--- config.mk ---
export PLATFORM = sky130hd
export DESIGN_NAME = tone_cadence_ctrl
export DESIGN_NICKNAME = d
export VERILOG_FILES = /design/src/rtl/tcc_pkg.sv /design/src/rtl/cadence_down_cnt.sv /design/src/rtl/cadence_fsm.sv /design/src/rtl/tone_cadence_ctrl.sv
export SDC_FILE = /design/constraint.sdc
export NUM_CORES = 1
export LEC_CHECK = 0
export BUFFER_PORTS_ARGS = -buffer_cell sky130_fd_sc_hd__buf_4
export CORE_UTILIZATION = 53
export CTS_CLUSTER_SIZE = 14
export DETAILED_ROUTE_END_ITERATION = 16
export PLACE_DENSITY = 0.81
export SETUP_SLACK_MARGIN = 0.5
export SYNTH_ARGS = -nofsm -noshare
export SYNTH_HDL_FRONTEND = slang
export SYNTH_HIERARCHICAL = 1
export SYNTH_SLANG_ARGS = --single-unit
--- constraint.sdc ---
create_clock -name clk -period 4.6 [get_ports clk]
set_input_delay 0.46 -clock clk [delete_from_list [all_inputs] [get_ports clk]]
set_output_delay 0.46 -clock clk [all_outputs]
set_load 0.03 [all_outputs]
--- src/rtl/tcc_pkg.sv ---
package tcc_pkg;
  localparam int TMR_W   = 16;
  localparam int NUM_TMR = 2;
  localparam int IDX_ACT = 0;
  localparam int IDX_INA = 1;

  typedef enum logic [1:0] {
    ST_OFF   = 2'd0,
    ST_ACT   = 2'd1,
    ST_WZC   = 2'd2,
    ST_INACT = 2'd3
  } cad_state_e;
endpackage

--- src/rtl/cadence_down_cnt.sv ---
module cadence_down_cnt #(
  parameter int W = 16
) (
  input  logic         clk,
  input  logic         rst,
  input  logic         load_i,
  input  logic [W-1:0] load_val_i,
  input  logic         run_i,
  output logic         expire_o
);
  logic [W-1:0] cnt_q;

  // Expiry on the strobe that sees one count left; a value of 0 acts like 1.
  assign expire_o = run_i && (cnt_q <= W'(1));

  always_ff @(posedge clk) begin
    if (rst) begin
      cnt_q <= '0;
    end else if (load_i) begin
      cnt_q <= load_val_i;
    end else if (run_i && !expire_o) begin
      cnt_q <= cnt_q - W'(1);
    end
  end

  // a counter that is neither loaded nor running keeps its count
  a_r8_cnt_hold: assert property (@(posedge clk) disable iff (rst)
    (!load_i && !run_i) |=> $stable(cnt_q));
endmodule

--- src/rtl/cadence_fsm.sv ---
module cadence_fsm import tcc_pkg::*; (
  input  logic               clk,
  input  logic               rst,
  input  logic               tick_i,
  input  logic               osc_en_i,
  input  logic               act_en_i,
  input  logic               inact_en_i,
  input  logic               zc_en_i,
  input  logic               zero_cross_i,
  input  logic [NUM_TMR-1:0] expire_i,
  output logic [NUM_TMR-1:0] load_o,
  output logic [NUM_TMR-1:0] run_o,
  output logic               gate_o,
  output logic               status_o,
  output logic               act_irq_o,
  output logic               inact_irq_o
);
  cad_state_e state_q, state_d;
  logic       on_d;

  always_comb begin
    state_d = state_q;
    unique case (state_q)
      ST_OFF:   if (osc_en_i) state_d = ST_ACT;
      ST_ACT: begin
        if (!osc_en_i)                  state_d = ST_OFF;
        else if (expire_i[IDX_ACT])     state_d = zc_en_i ? ST_WZC : ST_INACT;
      end
      ST_WZC: begin
        if (!osc_en_i)                  state_d = ST_OFF;
        else if (zero_cross_i || !zc_en_i) state_d = ST_INACT;
      end
      ST_INACT: begin
        if (!osc_en_i)                  state_d = ST_OFF;
        else if (expire_i[IDX_INA])     state_d = ST_ACT;
      end
      default:                          state_d = ST_OFF;
    endcase
  end

  // Each counter reloads in every cycle its interval is not running.
  always_comb begin
    load_o[IDX_ACT] = (state_q != ST_ACT);
    load_o[IDX_INA] = (state_q != ST_INACT);
    run_o[IDX_ACT]  = tick_i && osc_en_i && act_en_i   && (state_q == ST_ACT);
    run_o[IDX_INA]  = tick_i && osc_en_i && inact_en_i && (state_q == ST_INACT);
  end

  assign on_d = (state_d == ST_ACT) || (state_d == ST_WZC);

  always_ff @(posedge clk) begin
    if (rst) begin
      state_q     <= ST_OFF;
      gate_o      <= 1'b0;
      status_o    <= 1'b0;
      act_irq_o   <= 1'b0;
      inact_irq_o <= 1'b0;
    end else begin
      state_q     <= state_d;
      gate_o      <= on_d;
      status_o    <= on_d;
      act_irq_o   <= expire_i[IDX_ACT];
      inact_irq_o <= expire_i[IDX_INA];
    end
  end

  // disabling the oscillator turns the gate off at the next edge
  a_r8_off_forces: assert property (@(posedge clk) disable iff (rst)
    !osc_en_i |=> !gate_o);
  // the gate only rises while the oscillator is enabled
  a_r2_rise_needs_en: assert property (@(posedge clk) disable iff (rst)
    $rose(gate_o) |-> $past(osc_en_i));
  // without zero-crossing wait, on-interval expiry coincides with gate off
  a_r3_act_off: assert property (@(posedge clk) disable iff (rst)
    (act_irq_o && !$past(zc_en_i)) |-> !gate_o);
  // off-interval expiry coincides with gate on
  a_r4_inact_on: assert property (@(posedge clk) disable iff (rst)
    inact_irq_o |-> gate_o);
  // while waiting for a crossing, the gate holds high
  a_r7_zc_hold: assert property (@(posedge clk) disable iff (rst)
    ($past(state_q) == ST_WZC && $past(osc_en_i) && $past(zc_en_i) &&
     !$past(zero_cross_i)) |-> gate_o);
  // interrupt pulses are single-cycle and exclusive
  a_r11_act_pulse: assert property (@(posedge clk) disable iff (rst)
    act_irq_o |=> !act_irq_o);
  a_r11_inact_pulse: assert property (@(posedge clk) disable iff (rst)
    inact_irq_o |=> !inact_irq_o);
  a_r11_exclusive: assert property (@(posedge clk) disable iff (rst)
    !(act_irq_o && inact_irq_o));
endmodule

--- src/rtl/tone_cadence_ctrl.sv ---
module tone_cadence_ctrl import tcc_pkg::*; (
  input  logic             clk,
  input  logic             rst,
  input  logic             tick_8k,
  input  logic             osc_en,
  input  logic             act_tmr_en,
  input  logic             inact_tmr_en,
  input  logic [TMR_W-1:0] act_period,
  input  logic [TMR_W-1:0] inact_period,
  input  logic             zc_wait_en,
  input  logic             zero_cross,
  output logic             osc_gate,
  output logic             sig_active,
  output logic             act_exp_irq,
  output logic             inact_exp_irq
);
  logic [NUM_TMR-1:0] load, run, expire;
  logic [TMR_W-1:0]   period [NUM_TMR];

  assign period[IDX_ACT] = act_period;
  assign period[IDX_INA] = inact_period;

  for (genvar g = 0; g < NUM_TMR; g++) begin : g_tmr
    cadence_down_cnt #(.W(TMR_W)) u_cnt (
      .clk        (clk),
      .rst        (rst),
      .load_i     (load[g]),
      .load_val_i (period[g]),
      .run_i      (run[g]),
      .expire_o   (expire[g])
    );
  end

  cadence_fsm u_fsm (
    .clk          (clk),
    .rst          (rst),
    .tick_i       (tick_8k),
    .osc_en_i     (osc_en),
    .act_en_i     (act_tmr_en),
    .inact_en_i   (inact_tmr_en),
    .zc_en_i      (zc_wait_en),
    .zero_cross_i (zero_cross),
    .expire_i     (expire),
    .load_o       (load),
    .run_o        (run),
    .gate_o       (osc_gate),
    .status_o     (sig_active),
    .act_irq_o    (act_exp_irq),
    .inact_irq_o  (inact_exp_irq)
  );

  // status output follows the gate
  a_r10_status_eq: assert property (@(posedge clk) disable iff (rst)
    sig_active == osc_gate);
endmodule

* Yosys cells after proc, flatten, opt, wreduce, memory -nomap -nowiden
Cells that the tools add are included.
Operators by class: add/subtract/negate cells 2, $lt $le $gt $ge 2, equality and inequality tests 7, multiplexer cells 13, reduce and logical (&&, ||, !) cells 17
Operators by type and width (count):
- $mux W16 | 4
- $le A16 B1 Y1 const B | 2
- $sub A16 B1 Y16 const B | 2
- $mux W2 | 7
- $logic_and A1 B1 Y1 | 9
- $pmux W2 S4 | 1
- $eq A2 B2 Y1 const B | 3
- $eq A2 B1 Y1 const B | 2
- $reduce_bool A2 Y1 | 2
- $logic_not A1 Y1 | 3
- $logic_not A2 Y1 | 1
- $logic_or A1 B1 Y1 | 2
- $ne A2 B1 Y1 const B | 1
- $ne A2 B2 Y1 const B | 1
- $mux W1 | 1
Word-level totals: bits in registers 37, bits of input ports 40

* Longest topological paths before layout
depth in word-level cells 9, mapped depth 8, mapped depth without buffers 7

* Cells and area by module
The synthesis kept the hierarchy.
By module, submodules not included:
- cadence_down_cnt | instances 2, cells an instance 140, area each 1129.8 sq um, seq. area each 320.3 sq um
- cadence_fsm | instances 1, cells an instance 24, area each 226.5 sq um, seq. area each 100.1 sq um

* Least setup slack after synthesis
Ideal clock, no wire load.
path kind input-to-reg, start in tick_8k, end reg g_tmr[0].u_cnt.cnt_q[12], library setup time 115 ps, arrival 2233 ps, data required time 4485 ps, path slack 2253 ps, cell stages on the path 6, cells stage by stage nand3_1 > nor3b_1 > or4b_1 > or3_1 > or3_1 > a2111oi_0
Between the ends: cells in the longest elaborated chain, start to end 7
RTL lines:
- start: declaration | line tone_cadence_ctrl.sv:4 | input logic tick_8k,
- $logic_and A1 B1 Y1 (*) (3 in series) | line cadence_fsm.sv:45 | run_o[IDX_ACT] = tick_i && osc_en_i && act_en_i && (state_q == ST_ACT);
- named net run[0] | line tone_cadence_ctrl.sv:17 | logic [NUM_TMR-1:0] load, run, expire;
- $logic_and A1 B1 Y1 | line cadence_down_cnt.sv:14 | assign expire_o = run_i && (cnt_q <= W'(1));
- $logic_not A1 Y1 | line cadence_down_cnt.sv:21 | end else if (run_i && !expire_o) begin
- $logic_and A1 B1 Y1 (*) | line cadence_down_cnt.sv:21
- $reduce_bool A2 Y1 (no source line) (*)
- end signal: assignment | line cadence_down_cnt.sv:20 | cnt_q <= load_val_i;
- end signal: assignment | line cadence_down_cnt.sv:22 | cnt_q <= cnt_q - W'(1);
- end: declaration | line cadence_down_cnt.sv:11 | logic [W-1:0] cnt_q;
The timed path passes the listed nets; every way through them passes the cells marked *. A chain may end at the register's enable or synchronous reset.

* Final worst setup path
start reg u_fsm.state_q[0], end reg g_tmr[1].u_cnt.cnt_q[12]
Between the ends: cells in the longest elaborated chain, start to end 6
RTL lines:
- start: declaration | line cadence_fsm.sv:18 | cad_state_e state_q, state_d;
- start signal: assignment | line cadence_fsm.sv:59 | state_q <= state_d;
- $eq A2 B2 Y1 (*) | line cadence_fsm.sv:46 | run_o[IDX_INA] = tick_i && osc_en_i && inact_en_i && (state_q == ST_INACT);
- $logic_and A1 B1 Y1 (*) | line cadence_fsm.sv:46
- named net run[1] | line tone_cadence_ctrl.sv:17
- $logic_and A1 B1 Y1 | line cadence_down_cnt.sv:14
- $logic_not A1 Y1 | line cadence_down_cnt.sv:21
- $logic_and A1 B1 Y1 (*) | line cadence_down_cnt.sv:21
- $reduce_bool A2 Y1 (no source line) (*)
- end signal: assignment | line cadence_down_cnt.sv:20
- end signal: assignment | line cadence_down_cnt.sv:22
- end: declaration | line cadence_down_cnt.sv:11
Marks and branches as above.

==> metrics.txt <==
unrepaired setup endpoints after global routing false; Avg WL per Cell 15.17 um; cts repair resizes 0; placed cells 385; clock sinks 37; routed wire length 5.945 mm; fin crit period 2.858 ns; layout cells sized above 1 18.82%; Worst path depth 6; fmax 0.3499 GHz; longest individual stage delay on the worst path 0.60 ns; WP data required 4.77 ns; Area Growth Syn to Fin 16.36%; final net count 384; Slew Limit Headroom 50.16%; Port Buf Inserts 43; clk_skew 0.004772 ns; post-synthesis area per instance 8.178 um^2; full die area 0.004969 mm^2; most used cell, CP or3_1; Worst setup SP type flip-flop; DR vias/cell 6.469; DP Wirelength 4.216 mm; Worst Reg2Reg Path Length in Cells 6; DRC errors left 2; vias in the first global route 2313; pin count of the biggest net entering global routing 45; initial drt markers 229; Chip Width 70.49 um; Die H 70.49 um; Synth top area share 29.79%; Netlist cell types 42; Tcrit/Tclk final 62.13%; Final Max Tran Viols 0; Worst Hold Class in2reg; Synth top cells by count 54 x nor2_1, 37 x dfxtp_1, 17 x a311oi_1, 16 x nand2_1, 14 x nor3_1; register area share after synthesis 29.79%; Ys Warns 6; most common cell in the netlist nor2_1; CTS root buf clkbuf_8; CP max-delay cell nor2_1; core area 0.004444 mm^2; Design Power 0.7313 mW; Crit. End Element flip-flop; async set-reset flop share out of synthesis 0%; CP max FO 12; initial antenna violation count 0; Worst-Skew Late Latency 0.28 ns; kind of critical path reg2reg; clk slew on worst S/H paths 0.07 ns; CTS tree yes; H-tree Lvls 2; Post-synth top flop dfxtp_1; first-pass GRT wire length 10.06 mm; cts bufs inserted 5; Syn Nets 348; outcome complete, but fails checks; Diodes inserted 0; CP cell instances nand3_1, nor2_1, or4b_1, or3_1, or3_1, a2111oi_0; via count 2536; drt pass-1 iters 10; Placement Rows 24; violated checks DRC; Final Setup Violations 0; leading area contributor after synthesis dfxtp_1; Syn Std Cell Area 0.002486 mm^2; Post-synth EDFFs 0; #FFs+latches synth 37; P per Cell Area 252.8 mW/mm^2; Post-CTS Setup Bufs 0; antenna viol nets, final 0; top cell family by delay on the critical path simple AND/OR/NAND/NOR gates; worst vdd ir 127.2 uV; Fin Setup TNS 0 ns; GR Util All Layers 24.60%; GPL Wtd Cong 0.8535; final hold violation count 0; Initial Utilization 55.94%; fin cells 392; Slew @ Worst Pin 0.7448 ns; total gr overflow 0; Worst EP arrival 3.03 ns; CTS Hold Bufs 0; clock tree buffer depth 2; Cells after Synth 304; largest cells by area after synthesis dfxtp_1 30%, nor2_1 8.2%, a311oi_1 6.0%; Worst Hold Path Cells 2; Max Cap Viol 0; Leak 1.002 nW; Buf+Inv Stages, Crit Path 0; FILL cells 411; Ports 44
==> cell usage in the layout (no fill, tap or decap), types with 2 or more instances in the layout <==
master,count
nor2b_1,7
o41ai_1,6
o21ai_0,2
or3_1,12
o211ai_1,12
nor4b_1,4
nand2b_1,8
nor2_1,54
nand3b_1,5
a21oi_1,5
a211o_1,4
or2_2,4
a2111oi_2,4
or4_4,2
nor4_4,2
nor3_1,14
o2111a_1,4
o221ai_1,2
dfxtp_1,37
a21boi_0,2
inv_1,10
ha_1,4
clkbuf_8,6
or4b_1,2
nand4b_1,4
and2_1,2
nand4_1,2
a2111oi_0,10
or4_1,10
buf_4,44
a2111o_1,2
o31ai_1,6
o31a_1,2
nor4_1,4
a311oi_1,17
nor3b_1,4
nand2_1,16
==> report_power, final <==
part           internal [mW]  leakage [nW]  switching, mW  total, mW
logic                 0.0616         0.650         0.0761      0.138
clock network          0.119        0.0443          0.112      0.231
registers              0.339         0.308         0.0233      0.362
==> area by class of cell <==
type	count	area (um^2)	area share, %
tap	52	65.06	2.249
inverter	10	37.54	1.298
multi-input combinational	242	1633	56.44
timing repair buffer	44	330.3	11.42
sequential	37	740.7	25.61
clock buffer	7	86.33	2.984
==> registers in the layout (all words and copies together) (netlist names) <==
register / cells
u_fsm/act_irq_o: 1
u_fsm/status_o: 1
u_fsm/inact_irq_o: 1
u_fsm/state_q: 2
g_tmr.u_cnt/cnt_q: 32
==> worst register-to-register path: stages (launching register included) <==
cell and delay (ns):
dfxtp_1 0.45, nand3_1 0.13, nor2_1 0.60, or4b_1 0.57
or3_1 0.35, or3_1 0.31, a2111oi_0 0.33
==> metal layers <==
metal	GRT usage [%]	vias to the layer above	wire, um
li1	-	1268	-
met1	32.86	1191	2731
met2	40.56	71	2844
met3	4.762	6	314
met4	6.122	0	55
met5	0	-	0
==> metrics by stage <==
step	instance area (um^2)	utilization (%)	hold slack, ns	setup WS [ns]
after detailed placement	2806	63.15	0.5097	1.708
after global routing	2893	65.09	0.3830	1.425
after floorplan	2486	-	0.4714	2.253
final	2893	65.09	0.3830	1.742
after CTS	2893	65.09	0.3789	1.757
after global placement	2806	63.15	0.5016	1.772
==> path summary, 6_finish.rpt <==
kind	startpoint	endpoint	slack (ns)
min	zc_wait_en	u_fsm/state_q[0]	0.38
min reg2reg	g_tmr[0].u_cnt/cnt_q[6]	g_tmr[0].u_cnt/cnt_q[6]	0.52
max reg2reg	u_fsm/state_q[0]	g_tmr[1].u_cnt/cnt_q[12]	1.74
max	u_fsm/state_q[0]	g_tmr[1].u_cnt/cnt_q[12]	1.74
==> logic make-up after synthesis <==
kind of cell,count (synthesis),share of synthesized area (%)
and+or+nand+nor,158,35.78
AOI/OAI and AO/OA,80,27.88
DFF,37,29.79
buffers and inverters,25,4.530
adders and majority gates,4,2.013
No activity file was read; power rests on OpenSTA's default activity.
